File: src/rtl/sa_ins_pkg.sv
package sa_ins_pkg;
  localparam int BYTE_W   = 8;
  localparam int SA_OFS   = 6;
  localparam int SA_BYTES = 6;
  localparam int LO_W     = 32;
  localparam int HI_W     = 16;
  localparam int ADDR_W   = LO_W + HI_W;
  localparam int SEL_W    = 3;

  // address byte k of a 48-bit station address, byte 0 = low bits
  function automatic logic [BYTE_W-1:0] addr_byte(input logic [ADDR_W-1:0] a,
                                                  input int unsigned k);
    return a[k*BYTE_W +: BYTE_W];
  endfunction

  // codes with the top bit set name a supplementary slot
  function automatic logic sel_is_sup(input logic [SEL_W-1:0] sel);
    return sel[SEL_W-1];
  endfunction
endpackage

File: src/rtl/sa_ins_select.sv
module sa_ins_select
  import sa_ins_pkg::*;
#(
  parameter int NUM_SUP = 4
) (
  input  logic [SEL_W-1:0]         sel,
  input  logic [LO_W-1:0]          prim_lo,
  input  logic [HI_W-1:0]          prim_hi,
  input  logic [NUM_SUP*LO_W-1:0]  sup_lo,
  input  logic [NUM_SUP*HI_W-1:0]  sup_hi,
  output logic [ADDR_W-1:0]        addr_o
);
  localparam int IDX_W = SEL_W - 1;

  logic [ADDR_W-1:0] sup_addr [NUM_SUP];
  logic [IDX_W-1:0]  slot;

  for (genvar g = 0; g < NUM_SUP; g++) begin : g_slot
    assign sup_addr[g] = {sup_hi[g*HI_W +: HI_W], sup_lo[g*LO_W +: LO_W]};
  end

  assign slot = sel[IDX_W-1:0];

  always_comb begin
    if (sel_is_sup(sel)) addr_o = sup_addr[slot];
    else                 addr_o = {prim_hi, prim_lo};
  end
endmodule

File: src/rtl/sa_ins_track.sv
module sa_ins_track
  import sa_ins_pkg::*;
#(
  parameter int OFF_W = 4
) (
  input  logic              clk,
  input  logic              rst_n,
  input  logic              fire,
  input  logic              sop,
  input  logic              eop,
  input  logic              en_i,
  input  logic [ADDR_W-1:0] addr_i,
  output logic [OFF_W-1:0]  off_o,
  output logic              win_o,
  output logic              frm_en_o,
  output logic [ADDR_W-1:0] frm_addr_o
);
  localparam logic [OFF_W-1:0] OFF_FIRST = OFF_W'(SA_OFS);
  localparam logic [OFF_W-1:0] OFF_END   = OFF_W'(SA_OFS + SA_BYTES);

  logic [OFF_W-1:0]  cnt_q;
  logic              frm_en_q;
  logic [ADDR_W-1:0] frm_addr_q;

  assign off_o      = sop ? '0 : cnt_q;
  assign win_o      = (off_o >= OFF_FIRST) && (off_o < OFF_END);
  assign frm_en_o   = frm_en_q;
  assign frm_addr_o = frm_addr_q;

  always_ff @(posedge clk or negedge rst_n) begin
    if (!rst_n) begin
      cnt_q      <= '0;
      frm_en_q   <= 1'b0;
      frm_addr_q <= '0;
    end else if (fire) begin
      if (eop)                  cnt_q <= '0;
      else if (sop)             cnt_q <= OFF_W'(1);
      else if (cnt_q != OFF_END) cnt_q <= cnt_q + OFF_W'(1);
      if (eop)      frm_en_q <= 1'b0;
      else if (sop) frm_en_q <= en_i;
      if (sop) frm_addr_q <= addr_i;
    end
  end

  p_stall_hold_r9: assert property (@(posedge clk) disable iff (!rst_n)
    !fire |=> $stable(cnt_q));
  p_restart_r3: assert property (@(posedge clk) disable iff (!rst_n)
    (fire && sop && !eop) |=> (cnt_q == OFF_W'(1)));
  p_cfg_held_r8: assert property (@(posedge clk) disable iff (!rst_n)
    !(fire && sop) |=> $stable(frm_addr_q));
  p_end_clear_r10: assert property (@(posedge clk) disable iff (!rst_n)
    (fire && eop) |=> (cnt_q == '0 && !frm_en_q));
  p_saturate_r7: assert property (@(posedge clk) disable iff (!rst_n)
    (fire && !sop && !eop && cnt_q == OFF_END) |=> (cnt_q == OFF_END));
endmodule

File: src/rtl/sa_ins_replace.sv
module sa_ins_replace
  import sa_ins_pkg::*;
#(
  parameter int OFF_W = 4
) (
  input  logic [BYTE_W-1:0] din,
  input  logic [OFF_W-1:0]  off,
  input  logic              win,
  input  logic              frm_en,
  input  logic [ADDR_W-1:0] frm_addr,
  output logic [BYTE_W-1:0] dout
);
  int unsigned k;

  always_comb begin
    k    = int'(off) - SA_OFS;
    dout = din;
    if (win && frm_en) dout = addr_byte(frm_addr, k);
  end
endmodule

File: src/rtl/tx_srcaddr_ins.sv
module tx_srcaddr_ins
  import sa_ins_pkg::*;
#(
  parameter int NUM_SUP = 4
) (
  input  logic                     clk,
  input  logic                     rst_n,
  input  logic                     ins_en,
  input  logic [SEL_W-1:0]         addr_sel,
  input  logic [LO_W-1:0]          prim_lo,
  input  logic [HI_W-1:0]          prim_hi,
  input  logic [NUM_SUP*LO_W-1:0]  sup_lo,
  input  logic [NUM_SUP*HI_W-1:0]  sup_hi,
  input  logic                     s_valid,
  output logic                     s_ready,
  input  logic [BYTE_W-1:0]        s_data,
  input  logic                     s_sop,
  input  logic                     s_eop,
  output logic                     m_valid,
  input  logic                     m_ready,
  output logic [BYTE_W-1:0]        m_data,
  output logic                     m_sop,
  output logic                     m_eop
);
  localparam int OFF_W = $clog2(SA_OFS + SA_BYTES + 1);

  logic              fire;
  logic [ADDR_W-1:0] sel_addr;
  logic [OFF_W-1:0]  off;
  logic              win;
  logic              frm_en;
  logic [ADDR_W-1:0] frm_addr;

  assign fire    = s_valid && m_ready;
  assign s_ready = m_ready;
  assign m_valid = s_valid;
  assign m_sop   = s_sop;
  assign m_eop   = s_eop;

  sa_ins_select #(.NUM_SUP(NUM_SUP)) u_select (
    .sel(addr_sel), .prim_lo(prim_lo), .prim_hi(prim_hi),
    .sup_lo(sup_lo), .sup_hi(sup_hi), .addr_o(sel_addr)
  );

  sa_ins_track #(.OFF_W(OFF_W)) u_track (
    .clk(clk), .rst_n(rst_n), .fire(fire), .sop(s_sop), .eop(s_eop),
    .en_i(ins_en), .addr_i(sel_addr), .off_o(off), .win_o(win),
    .frm_en_o(frm_en), .frm_addr_o(frm_addr)
  );

  sa_ins_replace #(.OFF_W(OFF_W)) u_replace (
    .din(s_data), .off(off), .win(win), .frm_en(frm_en),
    .frm_addr(frm_addr), .dout(m_data)
  );

  p_disabled_pass_r2: assert property (@(posedge clk) disable iff (!rst_n)
    (m_valid && !frm_en) |-> (m_data == s_data));
  p_outside_window_r7: assert property (@(posedge clk) disable iff (!rst_n)
    (m_valid && !win) |-> (m_data == s_data));
  p_unused_code_r6: assert property (@(posedge clk) disable iff (!rst_n)
    (addr_sel inside {3'd1, 3'd2, 3'd3}) |-> (sel_addr == {prim_hi, prim_lo}));
endmodule

File: config.mk
export PLATFORM = sky130hd
export DESIGN_NAME = tx_srcaddr_ins
export DESIGN_NICKNAME = d
export VERILOG_FILES = /design/src/rtl/sa_ins_pkg.sv /design/src/rtl/sa_ins_select.sv /design/src/rtl/sa_ins_track.sv /design/src/rtl/sa_ins_replace.sv /design/src/rtl/tx_srcaddr_ins.sv
export SDC_FILE = /design/constraint.sdc
export NUM_CORES = 1
export LEC_CHECK = 0
export BUFFER_PORTS_ARGS = -buffer_cell sky130_fd_sc_hd__buf_2
export CORE_UTILIZATION = 30
export CTS_BUF_LIST = sky130_fd_sc_hd__clkbuf_8
export DETAILED_ROUTE_END_ITERATION = 16
export HOLD_SLACK_MARGIN = 0.05
export PLACE_DENSITY = 0.57
export SYNTH_ARGS = -nofsm -noshare
export SYNTH_HDL_FRONTEND = slang
export SYNTH_HIERARCHICAL = 1
export SYNTH_SLANG_ARGS = --single-unit
File: constraint.sdc
create_clock -name clk -period 3.6 [get_ports clk]
set_clock_uncertainty 0.1 [all_clocks]
set_input_delay 0.54 -clock clk [delete_from_list [all_inputs] [get_ports clk]]
set_output_delay 0.54 -clock clk [all_outputs]
set_load 0.005 [all_outputs]
==> results.py <==
metrics = {
    "logic_synthesis": {
        "async_reset_ff_frac": 1.00,
        "synth_compound_area_frac": 0.132,
        "synth_top_family_by_area": "multiplexers",
        "synth_xor_area_frac": 0,
        "yosys.area_share.simple": 0.102,
        "synthesis.area_um2": 4660,
        "synth_edf_count": 0,
        "synth_cell_types": 34,
        "ys_seq_area_frac": 0.284,
        "synthAdderAreaFrac": 0.00805,
        "synth_seq_cells": 53,
        "avgSynthCellArea_um2": 10.9,
        "synthCells": 428,
        "synth.area.mux_share": 0.399,
        "syn_nets": 689,
        "synthFlopType": "dfrtp_1",
        "ys_warn_count": 6,
    },
    "finish": {
        "n_antenna_cell": 0,
        "mostFrequentLayoutCell": "buf_2",
        "drive_gt1_frac": 0.537,
        "nNetsFinal": 930,
        "mostFrequentLayoutCells": "buf_2 (268), mux2i_1 (96), dfrtp_1 (53)",
        "areaGrowthSynthToFinish_pct": 31.0,
    },
    "sta": {
        "period_minus_slack_ns": 3.38,
        "setup_tns_ns": 0,
        "period_share": 0.939,
        "setup_viol": 0,
        "setup_ws_ns": 0.218,
        "tightest_slew_ns": 0.978,
        "slew_viol_final": 0,
        "relSlewSlack": 0.348,
        "max_freq_mhz": 296,
        "hold_ws_ns": 0.0943,
        "hold_viol_final": 0,
        "rsz0062_at_grt": "false",
    },
    "clock_network": {
        "ctsHoldBuffers": 0,
        "cts.sinks": 53,
        "postCtsSetupRepairBufs": 0,
        "ctsResizeCount": 0,
        "clk_pin_slew_worst_paths_ns": 0.10,
        "cts_tree": "done",
        "cts_root_buf": "clkbuf_8",
        "cts_buffers": 5,
        "worst_skew_pair.late_latency_ns": 0.30,
        "cts.htree.levels": 2,
        "clockBufferDepth": 2,
    },
    "floorplan": {
        "die_w_um": 127,
        "dieArea_um2": 16000,
        "start_util": 0.307,
        "core_area_um2": 15200,
        "die_h_um": 127,
        "io_pins": 270,
        "rows": 45,
    },
    "power": {
        "irDropWorstVdd_uv": 155,
        "p_leak_uw": 0.00315,
        "power_density_nw_per_um2": 318,
    },
    "global_routing": {
        "first_global_vias": 4344,
        "grt_pass1_wl_um": 21400,
        "grtUsageTotal": 0.170,
        "grt_max_degree": 55,
        "grt.overflow.total": 0,
        "antenna_found_initial": 0,
    },
    "placement": {
        "port_buffers": 269,
        "dp_hpwl_um": 11400,
        "gp_congestion": 0.777,
        "pre_cts_ws_ns": 0.391,
    },
    "setup_path": {
        "arrival_ns": 2.74,
        "start_kind": "register",
        "crit_path_max_fanout": 10,
        "criticalPathCategory": "reg2out",
        "endpoint_kind": "primary output",
        "critPathRequiredTime_ns": 2.96,
    },
    "min_path": {
        "hold_class": "in2async",
    },
    "drt": {
        "vias_per_cell": 5.03,
        "drtIter0Drc": 123,
        "postRouteAntennaNets": 0,
        "routed_wirelength_um": 14100,
        "wire_per_inst_um": 16.5,
        "drc": 0,
        "vias": 4315,
        "first_pass_iters": 5,
    },
    "run_status": {
        "status": "finished clean",
    },
    "flow_run": {
        "maxCapViolations": 0,
    },
}
## state kept, by name, summed over array words and instances, names as in the netlist
name                count
u_track/cnt_q           4
u_track/frm_en_o        1
u_track/frm_addr_o     48
## cell families after synthesis
logic type / count (synthesis)
AND/OR/NAND/NOR: 83
buffers and inverters: 45
adder cells (fa/ha/maj): 3
AO/OA/AOI/OAI: 75
flip-flops: 53
multiplexers: 169
## critical path: stages (launching register included)
cell	delay [ns]
dfrtp_1	0.42
inv_1	0.10
nor2_1	0.24
ha_1	0.38
buf_4	0.26
mux2_2	0.36
a222oi_1	0.39
o21ai_0	0.15
buf_2	0.14
## routing by layer
| layer | global-route usage | wire [µm] | vias up |
|---|---|---|---|
| li1 | - | - | 2126 |
| met1 | 0.205 | 6100 | 2003 |
| met2 | 0.316 | 7090 | 175 |
| met3 | 0.0291 | 816 | 11 |
| met4 | 0.0315 | 140 | 0 |
| met5 | 0 | 0 | - |
## final timing paths
path	start	slack, ns	cells past startpoint	end
min in group clk	u_track/frm_addr_o[13]	0.41	1	u_track/frm_addr_o[13]
max in group asynchronous	rst_n	2.50	2	u_track/frm_addr_o[43]
setup reg to reg	u_track/cnt_q[1]	2.07	5	u_track/cnt_q[3]
setup / recovery	u_track/cnt_q[1]	0.22	8	m_data[5]
hold reg to reg	u_track/frm_addr_o[13]	0.41	1	u_track/frm_addr_o[13]
hold / removal	rst_n	0.09	1	u_track/frm_addr_o[22]
## power breakdown
group,internal (µW),switching (µW)
clock,206,195
combinational,428,284
sequential,726,104
total,1360,583
## through the flow
step / total power (µW) / area (µm²) / util / std cells
after global placement: 1540 / 6000 / 0.394 / 850
after global routing: 2060 / 6110 / 0.402 / 858
after CTS: 1970 / 6110 / 0.402 / 858
after floorplan: 1280 / 4660 / - / 428
final: 1940 / 6110 / 0.402 / 858
after detailed placement: 1560 / 6000 / 0.394 / 850
## cell type report
class | count | area, µm²
inverters | 3 | 11.3
multi-input cells | 330 | 3000
clock inverters | 3 | 42.5
fillers | 1521 | 9090
clock buffers | 5 | 68.8
repair buffers | 276 | 1430
flip-flops and latches | 53 | 1330
well taps | 188 | 235
## cell usage after synthesis, types with 2 or more instances
master	n	area (µm²)
nand2_1	15	56.3
buf_6	4	45.0
mux2_2	52	586
o21ai_0	8	40.0
nand2b_1	50	313
clkbuf_1	9	33.8
ha_1	3	37.5
buf_2	10	50.1
a21oi_1	4	20.0
buf_1	2	7.51
buf_4	5	37.5
mux2i_1	96	961
o221ai_1	49	429
mux2_4	21	315
nor2_1	4	15.0
and2_1	2	12.5
a222oi_1	8	80.1
nor3_1	2	10.0
clkbuf_4	5	37.5
inv_1	3	11.3
nor2b_1	4	25.0
buf_12	6	120
and3_1	2	12.5
dfrtp_1	53	1330
a311o_1	2	20.0
(Power assumes the default switching activity.)
